==> src/rtl/feac_rx_pkg.sv <==
package feac_rx_pkg;
  localparam int unsigned PAY_W   = 6;
  localparam int unsigned SYNC_N  = 8;
  localparam int unsigned SYNC_CW = $clog2(SYNC_N + 1);
  localparam int unsigned PIDX_W  = $clog2(PAY_W);

  typedef logic [PAY_W-1:0] payload_t;

  typedef enum logic [1:0] {
    ST_HUNT  = 2'd0,
    ST_DATA  = 2'd1,
    ST_CLOSE = 2'd2
  } frm_state_e;
endpackage

==> src/rtl/feac_rx_framer.sv <==
module feac_rx_framer
  import feac_rx_pkg::*;
(
  input  logic     clk_i,
  input  logic     rst_ni,
  input  logic     bit_i,
  input  logic     bit_vld_i,
  output logic     cw_vld_o,
  output logic     cw_loss_o,
  output payload_t cw_data_o
);
  frm_state_e             state_q;
  logic [SYNC_CW-1:0]     ones_q;
  logic [PIDX_W-1:0]      idx_q;
  payload_t               sh_q;

  localparam logic [SYNC_CW-1:0] ONES_MAX = SYNC_CW'(SYNC_N);
  localparam logic [PIDX_W-1:0]  IDX_LAST = PIDX_W'(PAY_W - 1);

  always_ff @(posedge clk_i or negedge rst_ni) begin
    if (!rst_ni) begin
      state_q   <= ST_HUNT;
      ones_q    <= '0;
      idx_q     <= '0;
      sh_q      <= '0;
      cw_vld_o  <= 1'b0;
      cw_loss_o <= 1'b0;
      cw_data_o <= '0;
    end else begin
      cw_vld_o  <= 1'b0;
      cw_loss_o <= 1'b0;
      if (bit_vld_i) begin
        unique case (state_q)
          ST_HUNT: begin
            if (bit_i) begin
              if (ones_q != ONES_MAX) ones_q <= ones_q + 1'b1;
            end else begin
              if (ones_q == ONES_MAX) begin
                state_q <= ST_DATA;
                idx_q   <= '0;
              end
              ones_q <= '0;
            end
          end
          ST_DATA: begin
            // first bit ends up at LSB after PAY_W shifts
            sh_q  <= {bit_i, sh_q[PAY_W-1:1]};
            idx_q <= idx_q + 1'b1;
            if (idx_q == IDX_LAST) state_q <= ST_CLOSE;
          end
          ST_CLOSE: begin
            if (!bit_i) begin
              cw_vld_o  <= 1'b1;
              cw_data_o <= sh_q;
            end else begin
              cw_loss_o <= 1'b1;
            end
            state_q <= ST_HUNT;
            ones_q  <= '0;
          end
          default: begin
            state_q <= ST_HUNT;
            ones_q  <= '0;
          end
        endcase
      end
    end
  end
endmodule

==> src/rtl/feac_rx_integrator.sv <==
module feac_rx_integrator
  import feac_rx_pkg::*;
#(
  parameter int unsigned WIN    = 10,
  parameter int unsigned THRESH = 8
) (
  input  logic     clk_i,
  input  logic     rst_ni,
  input  logic     cw_vld_i,
  input  logic     cw_loss_i,
  input  payload_t cw_data_i,
  output logic     acc_vld_o,
  output payload_t acc_data_o
);
  localparam int unsigned CNT_W = $clog2(WIN + 1);
  localparam logic [CNT_W-1:0] THR = CNT_W'(THRESH);

  payload_t         hist_q [WIN];
  logic [WIN-1:0]   hv_q;
  logic             lock_q;
  payload_t         lock_val_q;
  logic [CNT_W-1:0] match_cnt;
  logic             same_lock;
  logic             accept;

  // count the new codeword plus matches among the WIN-1 previous ones
  always_comb begin
    match_cnt = CNT_W'(1);
    for (int i = 0; i < int'(WIN) - 1; i++) begin
      if (hv_q[i] && (hist_q[i] == cw_data_i)) match_cnt = match_cnt + 1'b1;
    end
  end

  assign same_lock = lock_q && (lock_val_q == cw_data_i);
  assign accept    = cw_vld_i && (match_cnt >= THR) && !same_lock;

  always_ff @(posedge clk_i or negedge rst_ni) begin
    if (!rst_ni) begin
      hv_q       <= '0;
      lock_q     <= 1'b0;
      lock_val_q <= '0;
      acc_vld_o  <= 1'b0;
      acc_data_o <= '0;
    end else begin
      acc_vld_o <= 1'b0;
      if (cw_loss_i) begin
        hv_q   <= '0;
        lock_q <= 1'b0;
      end else if (cw_vld_i) begin
        hv_q <= {hv_q[WIN-2:0], 1'b1};
        if (accept) begin
          lock_q     <= 1'b1;
          lock_val_q <= cw_data_i;
          acc_vld_o  <= 1'b1;
          acc_data_o <= cw_data_i;
        end else if (!same_lock) begin
          lock_q <= 1'b0;
        end
      end
    end
  end

  generate
    for (genvar g = 0; g < int'(WIN); g++) begin : g_hist
      always_ff @(posedge clk_i or negedge rst_ni) begin
        if (!rst_ni) begin
          hist_q[g] <= '0;
        end else if (cw_vld_i && !cw_loss_i) begin
          if (g == 0) hist_q[g] <= cw_data_i;
          else        hist_q[g] <= hist_q[(g == 0) ? 0 : g - 1];
        end
      end
    end
  endgenerate
endmodule

==> src/rtl/feac_rx_fifo.sv <==
module feac_rx_fifo
  import feac_rx_pkg::*;
#(
  parameter int unsigned DEPTH = 4
) (
  input  logic     clk_i,
  input  logic     rst_ni,
  input  logic     push_i,
  input  payload_t push_data_i,
  input  logic     pop_i,
  output payload_t head_o,
  output logic     empty_o,
  output logic     full_o,
  output logic     ovf_o
);
  localparam int unsigned AW = (DEPTH > 1) ? $clog2(DEPTH) : 1;

  payload_t      mem_q [DEPTH];
  logic [AW:0]   wr_q, rd_q;
  logic          push_ok, pop_ok;

  assign empty_o = (wr_q == rd_q);
  assign full_o  = (wr_q[AW] != rd_q[AW]) && (wr_q[AW-1:0] == rd_q[AW-1:0]);
  assign push_ok = push_i && !full_o;
  assign pop_ok  = pop_i && !empty_o;
  assign head_o  = empty_o ? '0 : mem_q[rd_q[AW-1:0]];

  always_ff @(posedge clk_i or negedge rst_ni) begin
    if (!rst_ni) begin
      wr_q  <= '0;
      rd_q  <= '0;
      ovf_o <= 1'b0;
    end else begin
      if (push_ok) wr_q <= wr_q + 1'b1;
      if (pop_ok)  rd_q <= rd_q + 1'b1;
      if (push_i && full_o) ovf_o <= 1'b1;
    end
  end

  generate
    for (genvar g = 0; g < int'(DEPTH); g++) begin : g_mem
      always_ff @(posedge clk_i or negedge rst_ni) begin
        if (!rst_ni) mem_q[g] <= '0;
        else if (push_ok && (wr_q[AW-1:0] == AW'(g))) mem_q[g] <= push_data_i;
      end
    end
  endgenerate
endmodule

==> src/rtl/feac_rx_detector.sv <==
module feac_rx_detector
  import feac_rx_pkg::*;
#(
  parameter int unsigned WIN    = 10,
  parameter int unsigned THRESH = 8,
  parameter int unsigned DEPTH  = 4
) (
  input  logic             clk_i,
  input  logic             rst_ni,
  input  logic             bit_i,
  input  logic             bit_vld_i,
  input  logic             rd_i,
  output logic [PAY_W-1:0] data_o,
  output logic             empty_o,
  output logic             ovf_o
);
  logic     cw_vld, cw_loss, acc_vld, fifo_full;
  payload_t cw_data, acc_data;

  feac_rx_framer u_frm (
    .clk_i     (clk_i),
    .rst_ni    (rst_ni),
    .bit_i     (bit_i),
    .bit_vld_i (bit_vld_i),
    .cw_vld_o  (cw_vld),
    .cw_loss_o (cw_loss),
    .cw_data_o (cw_data)
  );

  feac_rx_integrator #(.WIN(WIN), .THRESH(THRESH)) u_int (
    .clk_i      (clk_i),
    .rst_ni     (rst_ni),
    .cw_vld_i   (cw_vld),
    .cw_loss_i  (cw_loss),
    .cw_data_i  (cw_data),
    .acc_vld_o  (acc_vld),
    .acc_data_o (acc_data)
  );

  feac_rx_fifo #(.DEPTH(DEPTH)) u_fifo (
    .clk_i       (clk_i),
    .rst_ni      (rst_ni),
    .push_i      (acc_vld),
    .push_data_i (acc_data),
    .pop_i       (rd_i),
    .head_o      (data_o),
    .empty_o     (empty_o),
    .full_o      (fifo_full),
    .ovf_o       (ovf_o)
  );
endmodule

==> config.mk <==
export PLATFORM = sky130hd
export DESIGN_NAME = feac_rx_detector
export DESIGN_NICKNAME = d
export VERILOG_FILES = /design/src/rtl/feac_rx_pkg.sv /design/src/rtl/feac_rx_framer.sv /design/src/rtl/feac_rx_integrator.sv /design/src/rtl/feac_rx_fifo.sv /design/src/rtl/feac_rx_detector.sv
export SDC_FILE = /design/constraint.sdc
export NUM_CORES = 1
export LEC_CHECK = 0
export BUFFER_PORTS_ARGS = -buffer_cell sky130_fd_sc_hd__buf_4
export CORE_ASPECT_RATIO = 1.2
export CORE_MARGIN = 8
export CORE_UTILIZATION = 62
export CTS_CLUSTER_SIZE = 40
export DETAILED_ROUTE_END_ITERATION = 8
export GPL_TIMING_DRIVEN = 0
export HOLD_SLACK_MARGIN = 0.02
export PLACE_DENSITY = 0.84
export SLEW_MARGIN = 20
export SYNTH_ARGS = -nofsm -noshare
export SYNTH_HDL_FRONTEND = slang
export SYNTH_SLANG_ARGS = --single-unit
==> constraint.sdc <==
create_clock -name clk_i -period 7.4 [get_ports clk_i]
set_clock_uncertainty 0.15 [all_clocks]
set_input_delay 1.85 -clock clk_i [delete_from_list [all_inputs] [get_ports clk_i]]
set_output_delay 1.85 -clock clk_i [all_outputs]
set_load 0.005 [all_outputs]
==> flow_summary_export.csv <==
group,metric,value,unit
run_status,status,"finished, final reports clean",
yosys,ys_seq_area_frac,0.466,
detailed_routing,vias_per_cell,5.88,
yosys,synth-edff-count,0,
cts,cts.repair.resized,0,
cells_and_area,diodes,0,
cells_and_area,fillCellCount,682,
global_routing,antenna_found_initial,0,
sta,tightest_slew,1020,ps
cts,cts_hold_buf,0,
pwr,irDropWorstVdd,0.151,mV
yosys,synth-seq-cells,125,
placed_design,place_congestion,0.803,
cts,clock_latency,410,ps
setup_path,cp_max_fo,10,
yosys,ys_async_sr_fraction,1.00,
detailed_routing,drc,0,
sta,setup_viol_count_final,0,
yosys,synthCells,530,
setup_path,cp.required,7540,ps
yosys,synthTopCellsByCount,"dfrtp_1 (125), mux2_2 (91), xnor2_1 (54)",
yosys,synth_cell_types,61,
floorplanning,die_x,111,microns
cts,htreeDepth,4,
yosys,ys_top_cells_by_area,"dfrtp_1 (47%), mux2_2 (15%), xnor2_1 (7.0%)",
worst_hold_path,hold_class,"flip-flop to flip-flop",
cts,post_cts_buffers,0,
pwr,p_leak,3.68,nW
sta,rsz0062_at_grt,"no",
cells_and_area,drive_above_1_share,0.311,
sta,whs,331,ps
flow_run,maxCapViolations,0,
setup_path,worst_path_largest_cell_delay,570,ps
setup_path,cp_common_cell,"ha_1",
sta,period_share,0.926,
detailed_routing,first_iter_violations,140,
detailed_routing,drt_wl_total,13200,microns
cts,clock_sinks,125,
cts,cts_buffer_depth,2,
sta,fin_crit,6850,ps
setup_path,slowest_stage,"nor3_1",
floorplanning,dieArea,14400,sq um
setup_path,path_class,"flip-flop to flip-flop",
setup_path,endpoint_kind,"flip-flop",
floorplanning,ios,13,
placed_design,io_buffers,11,
yosys,synth_top_area_frac,0.466,
pwr,p_per_area,252,nW/um^2
global_routing,grt_pass1_vias,4522,
yosys,syn_avg_cell_area,12.7,sq um
floorplanning,core_area,10500,sq um
global_routing,grt_pass1_wl,22200,microns
setup_path,cp.arrival,7000,ps
setup_path,startpoint_type,"flip-flop",
sta,max_freq,146,MHz
cts,clock_tree.root_cell,"clkbuf_16",
detailed_routing,wl_per_cell,18.8,microns
cts,cts_tree,"done",
cts,cts.clk_slew.worst_paths,50,ps
yosys,synth.most_common_cell,"dfrtp_1",
yosys,yosysTopAreaCell,"dfrtp_1",
global_routing,track_usage,0.195,
detailed_routing,vias,4125,
cts,cts_buffers,17,
floorplanning,die_h,130,microns
cells_and_area,nets,583,
placed_design,dp_hpwl,8900,microns
floorplanning,initial_core_util,0.639,
floorplanning,rows,41,
sta,hold_viol_final,0,
yosys,yosysWarnings,0,
detailed_routing,antenna_left,0,
cells_and_area,synthToLayoutAreaGrowth,13.7,%
sta,max-slew-margin-rel,0.318,
yosys,synth-main-ff-cell,"dfrtp_1",
sta,slew_viol_final,0,
yosys,syn_nets,552,
detailed_routing,drt-pass1-iter-count,4,
global_routing,grt_max_degree,70,
global_routing,grt_overflow,0,
yosys,netlist_area,6720,sq um
sta,setup_tns,0,ps
-- final cells by class --
cell class | instances | area (sq um) | area share
clock buffer | 20 | 457 | 0.0598
clock inverter | 11 | 190 | 0.0249
buffer | 29 | 201 | 0.0264
timing repair buffer | 12 | 114 | 0.0149
tap | 129 | 161 | 0.0211
inverter | 16 | 60.1 | 0.00786
sequential | 125 | 3130 | 0.410
multi-input combinational | 360 | 3330 | 0.435
-- through the flow --
stage	total power, mW	cells	instance area [sq um]	utilization	setup slack (ps)
2_1_floorplan	0.955	530	6720	-	1420
3_3_place_gp	1.01	670	6960	0.662	827
3_5_place_dp	1.03	671	6990	0.665	618
4_1_cts	1.93	702	7640	0.726	574
5_1_grt	2.00	702	7640	0.726	167
6_report	1.92	702	7640	0.726	545
-- metal layers --
metal | routed length [microns] | global-route usage
met1 | 4980 | 0.197
met2 | 7500 | 0.369
met3 | 425 | 0.0468
met4 | 317 | 0.0955
met5 | 0 | 0
-- kinds of logic (layout without fill, tap and decap cells) --
group,Yosys count,after routing,synth area share
buffers and inverters,45,88,0.0389
adder cells (fa/ha/maj),17,17,0.0328
XOR/XNOR,84,84,0.129
AND/OR/NAND/NOR,111,111,0.0891
AO/OA/AOI/OAI,35,35,0.0419
multiplexers,113,113,0.203
flip-flops,125,125,0.466
-- critical path, delay by kind of cell (launching register included) --
kind	cells	cell delay, ps
buffers and inverters	4	410
xor gates and xnor gates	2	620
and+or+nand+nor	9	2010
AOI/OAI and AO/OA	5	1140
DFF	1	380
muxes	2	740
adders and majority gates	5	1270
-- flip-flops by register name, summed over array words and instances, names as in the netlist, 3 cells and up --
register	cells
u_int.hist_q	54
u_fifo.mem_q	24
u_int.hv_q	9
u_frm.cw_data_o	6
u_frm.sh_q	6
u_int.acc_data_o	6
u_frm.ones_q	4
u_fifo.rd_q	3
u_fifo.wr_q	3
u_frm.idx_q	3
-- cells in the final DEF, fill, tap and decap left out, types with 5 or more instances in the layout --
master     count
clkbuf_1      14
bufinv_16      5
mux2i_1        9
mux2_2        91
buf_6         10
dfrtp_1      125
o21ai_0       11
mux2_4         6
nor2_1        23
xor2_1        21
nand2_1       28
mux4_2         6
nor2b_1        9
inv_1         16
or3_1          6
nor3_1         7
ha_1          16
clkbuf_16     17
buf_4         15
nand4_1        8
nand3_1        9
xnor2_1       54
-- path summary, 6_finish.rpt --
path / from / endpoint / slack, ps / depth (start not counted)
worst max register to register: u_frm.cw_data_o[1] / u_int.acc_data_o[2] / 550 / 27
worst min register to register: u_fifo.ovf_o / u_fifo.ovf_o / 330 / 1
min in group asynchronous: rst_ni / u_fifo.mem_q[13] / 1250 / 1
worst max-delay path: u_frm.cw_data_o[1] / u_int.acc_data_o[2] / 550 / 27
max in group asynchronous: rst_ni / u_int.hist_q[35] / 5130 / 2
worst min-delay path: u_fifo.ovf_o / u_fifo.ovf_o / 330 / 1
-- power by group --
| part | switching, mW | internal, mW | total, mW |
|---|---|---|---|
| combinational | 0.149 | 0.113 | 0.261 |
| clock | 0.292 | 0.612 | 0.904 |
| sequential | 0.0335 | 0.725 | 0.759 |
(Power assumes the default switching activity.)
